<file path="src/rtl/secclk_pkg.sv">
package secclk_pkg;

  typedef struct packed {
    logic setTime;
    logic calib;
    logic statClr;
    logic ctrl;
  } strobe_t;

  typedef enum logic [2:0] {
    RD_NONE,
    RD_SETBACK,
    RD_CALIB,
    RD_CUR,
    RD_STATUS,
    RD_CTRL
  } rdsel_t;

  localparam logic [7:0] OFS_SET_WR  = 8'h00;
  localparam logic [7:0] OFS_SET_RD  = 8'h04;
  localparam logic [7:0] OFS_CALIB   = 8'h08;
  localparam logic [7:0] OFS_CUR     = 8'h10;
  localparam logic [7:0] OFS_STATUS  = 8'h20;
  localparam logic [7:0] OFS_CTRL    = 8'h40;

endpackage

</file>
<file path="src/rtl/secclk_ctrl.sv">
module secclk_ctrl
  import secclk_pkg::*;
#(
  parameter int ADDR_W = 8
) (
  input  logic              regWrEn,
  input  logic [ADDR_W-1:0] regAddr,
  output strobe_t           strb,
  output rdsel_t            rdSel
);

  localparam logic [ADDR_W-1:0] A_SET_WR = ADDR_W'(OFS_SET_WR);
  localparam logic [ADDR_W-1:0] A_SET_RD = ADDR_W'(OFS_SET_RD);
  localparam logic [ADDR_W-1:0] A_CALIB  = ADDR_W'(OFS_CALIB);
  localparam logic [ADDR_W-1:0] A_CUR    = ADDR_W'(OFS_CUR);
  localparam logic [ADDR_W-1:0] A_STATUS = ADDR_W'(OFS_STATUS);
  localparam logic [ADDR_W-1:0] A_CTRL   = ADDR_W'(OFS_CTRL);

  // Only writable offsets raise a strobe; read-only ones are dropped here.
  always_comb begin
    strb         = '0;
    strb.setTime = regWrEn && (regAddr == A_SET_WR);
    strb.calib   = regWrEn && (regAddr == A_CALIB);
    strb.statClr = regWrEn && (regAddr == A_STATUS);
    strb.ctrl    = regWrEn && (regAddr == A_CTRL);
  end

  always_comb begin
    unique case (regAddr)
      A_SET_RD: rdSel = RD_SETBACK;
      A_CALIB:  rdSel = RD_CALIB;
      A_CUR:    rdSel = RD_CUR;
      A_STATUS: rdSel = RD_STATUS;
      A_CTRL:   rdSel = RD_CTRL;
      default:  rdSel = RD_NONE;
    endcase
  end

endmodule

</file>
<file path="src/rtl/secclk_dp.sv">
module secclk_dp
  import secclk_pkg::*;
#(
  parameter int          DATA_W  = 32,
  parameter int          PRESC_W = 16,
  parameter int          FRAC_W  = 4,
  parameter logic [PRESC_W+FRAC_W:0] CAL_RST = 21'h198233
) (
  input  logic                  clk,
  input  logic                  rstN,
  input  logic                  tickEn,
  input  strobe_t               strb,
  input  rdsel_t                rdSel,
  input  logic [DATA_W-1:0]     regWrData,
  output logic [DATA_W-1:0]     regRdData,
  output logic [DATA_W-1:0]     curTime,
  output logic [DATA_W-1:0]     setReg,
  output logic                  pending,
  output logic                  secEvt,
  output logic [PRESC_W:0]      tickCnt,
  output logic                  statusBit,
  output logic                  irqEn,
  output logic                  battEn
);

  localparam int CAL_W    = PRESC_W + FRAC_W + 1;
  localparam int EN_BIT   = PRESC_W + FRAC_W;
  localparam int BATT_BIT = DATA_W - 1;

  logic [CAL_W-1:0]  calReg;
  logic [FRAC_W-1:0] fracAcc;
  logic              extraTick;
  logic              countOn;
  logic [PRESC_W:0]  limit;
  logic [FRAC_W:0]   fracSum;

  assign countOn = tickEn && calReg[EN_BIT] && !strb.calib;
  assign limit   = {1'b0, calReg[PRESC_W-1:0]} + (PRESC_W+1)'(extraTick);
  assign secEvt  = countOn && (tickCnt == limit);
  assign fracSum = {1'b0, fracAcc} + {1'b0, calReg[PRESC_W +: FRAC_W]};

  // prescaler and fractional trim
  always_ff @(posedge clk or negedge rstN) begin
    if (!rstN) begin
      calReg    <= CAL_RST;
      tickCnt   <= '0;
      fracAcc   <= '0;
      extraTick <= 1'b0;
    end else if (strb.calib) begin
      calReg    <= regWrData[CAL_W-1:0];
      tickCnt   <= '0;
      fracAcc   <= '0;
      extraTick <= 1'b0;
    end else if (countOn) begin
      if (secEvt) begin
        tickCnt   <= '0;
        fracAcc   <= fracSum[FRAC_W-1:0];
        extraTick <= fracSum[FRAC_W];
      end else begin
        tickCnt <= tickCnt + 1'b1;
      end
    end
  end

  // seconds counter with deferred load
  always_ff @(posedge clk or negedge rstN) begin
    if (!rstN) begin
      curTime <= '0;
      setReg  <= '0;
      pending <= 1'b0;
    end else begin
      if (secEvt) begin
        curTime <= pending ? setReg : curTime + 1'b1;
      end
      if (strb.setTime) begin
        setReg  <= regWrData;
        pending <= 1'b1;
      end else if (secEvt) begin
        pending <= 1'b0;
      end
    end
  end

  // status and control
  always_ff @(posedge clk or negedge rstN) begin
    if (!rstN) begin
      statusBit <= 1'b0;
      irqEn     <= 1'b0;
      battEn    <= 1'b0;
    end else begin
      if (secEvt) begin
        statusBit <= 1'b1;
      end else if (strb.statClr && regWrData[0]) begin
        statusBit <= 1'b0;
      end
      if (strb.ctrl) begin
        irqEn  <= regWrData[0];
        battEn <= regWrData[BATT_BIT];
      end
    end
  end

  always_comb begin
    regRdData = '0;
    unique case (rdSel)
      RD_SETBACK: regRdData = setReg;
      RD_CALIB:   regRdData = DATA_W'(calReg);
      RD_CUR:     regRdData = curTime;
      RD_STATUS:  regRdData[0] = statusBit;
      RD_CTRL: begin
        regRdData[0]        = irqEn;
        regRdData[BATT_BIT] = battEn;
      end
      default:    regRdData = '0;
    endcase
  end

endmodule

</file>
<file path="src/rtl/secClock.sv">
module secClock
  import secclk_pkg::*;
#(
  parameter int ADDR_W  = 8,
  parameter int DATA_W  = 32,
  parameter int PRESC_W = 16,
  parameter int FRAC_W  = 4,
  parameter logic [PRESC_W+FRAC_W:0] CAL_RST = 21'h198233
) (
  input  logic              clk,
  input  logic              rstN,
  input  logic              tickEn,
  input  logic              regWrEn,
  input  logic [ADDR_W-1:0] regAddr,
  input  logic [DATA_W-1:0] regWrData,
  output logic [DATA_W-1:0] regRdData,
  output logic              secIrq,
  output logic              battEn
);

  strobe_t           strb;
  rdsel_t            rdSel;
  logic [DATA_W-1:0] curTime;
  logic [DATA_W-1:0] setReg;
  logic              pending;
  logic              secEvt;
  logic [PRESC_W:0]  tickCnt;
  logic              statusBit;
  logic              irqEn;
  logic              wrCalib;

  assign wrCalib = strb.calib;

  secclk_ctrl #(.ADDR_W(ADDR_W)) i_ctrl (
    .regWrEn (regWrEn),
    .regAddr (regAddr),
    .strb    (strb),
    .rdSel   (rdSel)
  );

  secclk_dp #(
    .DATA_W  (DATA_W),
    .PRESC_W (PRESC_W),
    .FRAC_W  (FRAC_W),
    .CAL_RST (CAL_RST)
  ) i_dp (
    .clk       (clk),
    .rstN      (rstN),
    .tickEn    (tickEn),
    .strb      (strb),
    .rdSel     (rdSel),
    .regWrData (regWrData),
    .regRdData (regRdData),
    .curTime   (curTime),
    .setReg    (setReg),
    .pending   (pending),
    .secEvt    (secEvt),
    .tickCnt   (tickCnt),
    .statusBit (statusBit),
    .irqEn     (irqEn),
    .battEn    (battEn)
  );

  assign secIrq = statusBit && irqEn;

endmodule

</file>
<file path="config.mk">
export PLATFORM = sky130hd
export DESIGN_NAME = secClock
export DESIGN_NICKNAME = d
export VERILOG_FILES = /design/src/rtl/secclk_pkg.sv /design/src/rtl/secclk_ctrl.sv /design/src/rtl/secclk_dp.sv /design/src/rtl/secClock.sv
export SDC_FILE = /design/constraint.sdc
export NUM_CORES = 1
export LEC_CHECK = 0
export ABC_AREA = 1
export BUFFER_PORTS_ARGS = -buffer_cell sky130_fd_sc_hd__buf_2
export CORE_ASPECT_RATIO = 0.9
export CORE_UTILIZATION = 35
export DETAILED_ROUTE_END_ITERATION = 8
export SLEW_MARGIN = 5
export SYNTH_ARGS = -nofsm -noshare
export SYNTH_HDL_FRONTEND = slang
export SYNTH_SLANG_ARGS = --single-unit
export TNS_END_PERCENT = 30
</file>
<file path="constraint.sdc">
create_clock -name clk -period 3.36 [get_ports clk]
set_input_delay 0.672 -clock clk [delete_from_list [all_inputs] [get_ports clk]]
set_output_delay 0.672 -clock clk [all_outputs]
set_load 0.01 [all_outputs]
</file>
Word level (Yosys, flattened, before mapping)
Index checks and enable logic that the tools add are counted.
- register bits: 111
- input bits: 44
- output and inout bits: 34
- word-level logic and storage cells: 59
- add/sub/neg operators: 4
- equality and inequality tests: 11
- multiplexer cells: 18
- reductions and logical operators: 16
- operators with widths (cell ; count):
    $pmux W30 S3 ; 1
    $mux W17 ; 3
    $add A32 B1 Y32 const B ; 1
    $mux W32 ; 1
    $add A16 B1 Y17 ; 1
    $add A17 B1 Y17 const B ; 1
    $eq A17 B17 Y1 ; 1
    $pmux W3 S5 ; 1
    $mux W4 ; 3
    $logic_and A1 B1 Y1 ; 9
    $eq A8 B3 Y1 const B ; 1
    $eq A8 B4 Y1 const B ; 1
    $eq A8 B5 Y1 const B ; 1
    $eq A8 B6 Y1 const B ; 1
    $eq A8 B7 Y1 const B ; 1
    $logic_not A8 Y1 ; 1
    $reduce_bool A2 Y1 ; 4
    $mux W1 ; 7
    $eq A3 B2 Y1 const B ; 2
    $eq A3 B3 Y1 const B ; 2
    $add A4 B4 Y5 ; 1
    $pmux W1 S5 ; 1
    $eq A3 B1 Y1 const B ; 1
    $pmux W1 S3 ; 1
    other kinds (2) ; 2

Longest topological paths before layout
- depth in word-level cells: 8
- mapped depth: 18
- gate-level depth less buffers: 16

Hierarchy
A second synthesis with hierarchy kept.
- cells, all modules: 1139
- area total of the unflattened synthesis: 7582.3 µm²
- modules (own cells, without submodules) (module ; instances ; cells an instance ; area an instance (µm²) ; seq. area each (µm²)):
    secclk_dp ; 1 ; 1098 ; 7377.1 ; 2788.9
    secclk_ctrl ; 1 ; 39 ; 197.7 ; 0.0
    secClock ; 1 ; 2 ; 7.5 ; 0.0

Worst setup path after synthesis
Ideal clock, no wire load.
- path type: input port to output port
- start point: in regAddr[4]
- end point: out regRdData[31]
- data arrival time: 1.873 ns
- data required time: 2.688 ns
- setup slack: 0.815 ns
- stages: 8
- buffers on the path: 1
- cell sequence: inv_1 -> nand2_1 -> nor2_2 -> inv_1 -> nor3_1 -> clkbuf_1 -> inv_1 -> o221ai_1
- word-level cells in the longest chain between the ends: 4
- elaborated cells between the ends (all ways): 10
- those cells by class: 8 x eq/ne; 2 x mux
- ends and longest elaborated chain (item ; line ; text):
    start, declared ; secClock.sv:14 ; input logic [ADDR_W-1:0] regAddr,
    $eq A8 B7 Y1, or another cell as far along ; secclk_ctrl.sv:29 ; unique case (regAddr)
    $pmux W3 S5 * ; secclk_ctrl.sv:29 ;
    $eq A3 B3 Y1, or another cell as far along ; secclk_dp.sv:105 ; unique case (rdSel)
    $pmux W1 S3 * ; secclk_dp.sv:105 ;
    end, declared ; secClock.sv:16 ; output logic [DATA_W-1:0] regRdData,
Mark *: on every way between the ends. The rest lies on a longest branch, timed or not.

Worst setup path in the final report
- start point: in regAddr[5]
- end point: out regRdData[0]
- word-level cells in the longest chain between the ends: 4
- elaborated cells between the ends (all ways): 12
- those cells by class: 10 x eq/ne; 2 x mux
- ends and longest elaborated chain (item ; line):
    $eq A8 B7 Y1, or another cell as far along ; secclk_ctrl.sv:29
    $pmux W3 S5 * ; secclk_ctrl.sv:29
    $eq A3 B3 Y1, or another cell as far along ; secclk_dp.sv:105
    $pmux W1 S5 * ; secclk_dp.sv:105
Marks and branches as above.

==> impl_metrics.ini <==
[status]
outcome = finished, final reports clean

[pwr]
power_report.internal_total_mw = 2.07
p_total_mw = 2.84
powerDensity_nw_per_um2 = 337
sw_frac_of_total_pct = 27.1
combinationalPowerShare_pct = 9.0
power.sequential.fraction_pct = 50.8
net-switching-power_uw = 770
total_leakage_power_nw = 4.13
vdd_ir_drop_max_uv = 227
power_frac_clock_pct = 40.2

[die]
design.core.area_um2 = 20800
start_util_pct = 35.7
fp-row-count = 50
number_of_ports_placed_on_the_die_boundary = 78
floorplan.die.height_um = 140
die_x_um = 155
die_area_um2 = 21800

[global_routing]
vias_in_the_first_global_route = 6947
grt_pass1_wl_um = 36800
grt.total_usage_pct = 21.7
antenna_found_initial = 0
global_route.overflow_total = 0
grt_max_degree = 53

[drt]
dr.first_iter.drc_count = 482
totalWireLength_um = 22500
overall_via_count_from_detail_route = 7406
viasPerCell = 5.01
dr.pass1.iters = 5
avgRoutedWirePerCell_um = 15.2
route.antenna.remaining_nets = 0
drcViolationCount = 0

[synthesis]
netlist-cell-type-count = 40
synth-async-reset-ratio_pct = 100
yosys.area_share.simple_pct = 37.9
synth_xor_area_share_pct = 2.36
synth_top_cells_by_count = 361 x sky130_fd_sc_hd__nand2_1, 154 x sky130_fd_sc_hd__nor2_1, 143 x sky130_fd_sc_hd__inv_1
yosys-mux-area-fraction_pct = 1.62
synth_fp_nets = 1173
synth_warnings = 0
synthesis.area_um2 = 7410
synth_ff_type = sky130_fd_sc_hd__dfrtp_1
synth.largest_area_cell = sky130_fd_sc_hd__dfrtp_1
synthesized_area_per_cell_um2 = 6.62
netlist.area_leader.share_pct = 34.4
synth_adder_area_share_pct = 1.62
synth_compound_gate_area_share_pct = 9.33
postSynthRegisterBits = 111
syn_inst = 1120
yosysMostFrequentCell = sky130_fd_sc_hd__nand2_1
synth_top_family_by_area = simple AND/OR/NAND/NOR gates
yosys-top-cells-area = sky130_fd_sc_hd__dfrtp_1 34%, sky130_fd_sc_hd__nand2_1 18%, sky130_fd_sc_hd__nor2_1 7.8%
yosysSeqAreaShare_pct = 37.6
number_of_enable_type_register_cells_in_the_synthesized_netlist = 0

[sta]
slew_violations = 0
hold-worst-slack_ns = 0.298
finalCritPeriodShare_pct = 87.7
worst_pin_slew_ns = 0.860
max_slew_margin_pct = 42.6
unrepaired_setup_endpoints_after_global_routing = false
setup_viol_count_final = 0
finalClockSkew_ns = 0.0128
fmaxAchievable_ghz = 0.339
fin_setup_tns_ns = 0
period_needed_ns = 2.95
number_of_endpoints_with_negative_hold_slack_in_the_final_report = 0

[worst_setup_path]
critPathKind = primary input to output port
critPathMostFrequentCell = sky130_fd_sc_hd__nand2_1
worst-path-max-fanout = 8
cp.arrival_ns = 2.28
worst_setup_path_end_kind = output port
worst_path_largest_cell_delay_ns = 0.36
critPathLaunchType = primary input
worstPathCellList = buf_2, inv_1, nand2_1, nor2_2, nand2_1, inv_1, nand2_1, o21ai_0, a211o_1, buf_2
worst_ep_required_time_ns = 2.69
cp_slowest_cell = sky130_fd_sc_hd__inv_1

[clocking]
hold_buf_count_cts = 0
cts-resized-gates = 0
worst_setup_hold_path_clk_slew_ns = 0.08
cts_tree = yes
post-cts-setup-buffer-count = 0
cts_num_sinks = 111
cts_inserted_buffers = 9
clockRootBuffer = sky130_fd_sc_hd__clkbuf_16
worstSkewPairLatency_ns = 0.37
clock_tree.htree_level_count = 3
clockBufferDepth = 2

[job]
max_cap_viol_count = 0

[layout]
drive_gt1_share_pct = 12.4
synthToLayoutAreaGrowth_pct = 13.8
seqCellArea_um2 = 2790
multiInputGateArea_um2 = 3940
num_antenna_cells = 0
layout.nets = 1240
fillCellCount = 2253

[worst_hold_path]
min_path_type = primary input to async pin

[placement]
portBuffers = 77
dp.final_hpwl_um = 17200
routabilityCongestion = 0.947
## placed cells by master, fill, tap and decap left out, drive strengths merged
master and count:
o31ai 1, nand3 76, ha 8, dfrtp 102, o21ai 85, bufinv 1, a21oi 7, mux2i 3
fa 1, clkbuf 9, nand3b 2, a211o 1, o21bai 2, dfstp 9, inv 150, nor2 167
nand2 366, buf 89, nor4 2, nor3b 1, xnor2 3, xor2 17, o22ai 2, mux2 8
o221ai 14, or2 1, clkinv 2, nand4 21, nor3 33, o211ai 7, a31oi 2
## metrics by stage
step	std cells	utilization [%]	cell area [um^2]	worst slack [ns]
global route	1478	40.6	8440	0.266
CTS	1478	40.6	8440	0.453
finish	1478	40.6	8440	0.413
global placement	1462	39.2	8130	0.497
detailed placement	1462	39.2	8130	0.452
floorplan	1120	-	7410	0.815
## per-layer routing
| metal | GRT usage [%] | vias up | wire length (um) |
|---|---|---|---|
| met5 | 0 | - | 0 |
| met4 | 4.85 | 0 | 240 |
| met3 | 3.28 | 21 | 1470 |
| met2 | 32.9 | 255 | 9590 |
| met1 | 32.3 | 3443 | 11200 |
| li1 | - | 3687 | - |
## cells by family after synthesis
kind of cell / count (synthesis)
flip-flops: 111
multiplexers: 11
AO/OA/AOI/OAI: 121
AND/OR/NAND/NOR: 669
XOR/XNOR: 20
buffers and inverters: 179
adder cells (fa/ha/maj): 9
## registers in the layout (all words and copies together) (netlist names)
name / count
i_dp.curTime: 32
i_dp.irqEn: 1
i_dp.fracAcc: 4
i_dp.battEn: 1
i_dp.statusBit: 1
i_dp.setReg: 32
i_dp.extraTick: 1
i_dp.pending: 1
i_dp.tickCnt: 17
i_dp.calReg: 21
## worst max-delay path: cells and delay by family
kind | cells | cell delay [ns]
and+or+nand+nor | 4 | 0.60
AOI/OAI and AO/OA | 2 | 0.33
buffers and inverters | 4 | 0.66
## final timing paths
kind	cells past startpoint	end	slack (ns)	start
setup / recovery	10	regRdData[0]	0.41	regAddr[5]
hold / removal	1	i_dp.setReg[23]	0.30	rstN
hold reg to reg	2	i_dp.setReg[31]	0.49	i_dp.setReg[31]
min in group clk	2	i_dp.setReg[31]	0.49	i_dp.setReg[31]
setup reg to reg	14	i_dp.pending	0.57	i_dp.calReg[0]
max in group asynchronous	2	i_dp.calReg[9]	2.19	rstN
## area by class of cell
| class | count | area share, % |
|---|---|---|
| Timing Repair Buffer | 89 | 5.96 |
| Multi-Input combinational cell | 830 | 46.6 |
| Tap cell | 286 | 4.24 |
| Clock buffer | 9 | 2.67 |
| Clock inverter | 7 | 0.920 |
| Inverter | 146 | 6.50 |
| Sequential cell | 111 | 33.1 |
## power groups by stage
stage / clock network [mW] / logic [mW] / registers (mW)
final: 1.14 / 0.255 / 1.44
after global routing: 1.20 / 0.298 / 1.45
after CTS: 1.16 / 0.258 / 1.44
after detailed placement: 0 / 0.257 / 1.47
after global placement: 0 / 0.252 / 1.47
after floorplan: 0 / 0.155 / 1.45
Note: power is estimated with default switching activity, not from simulation.
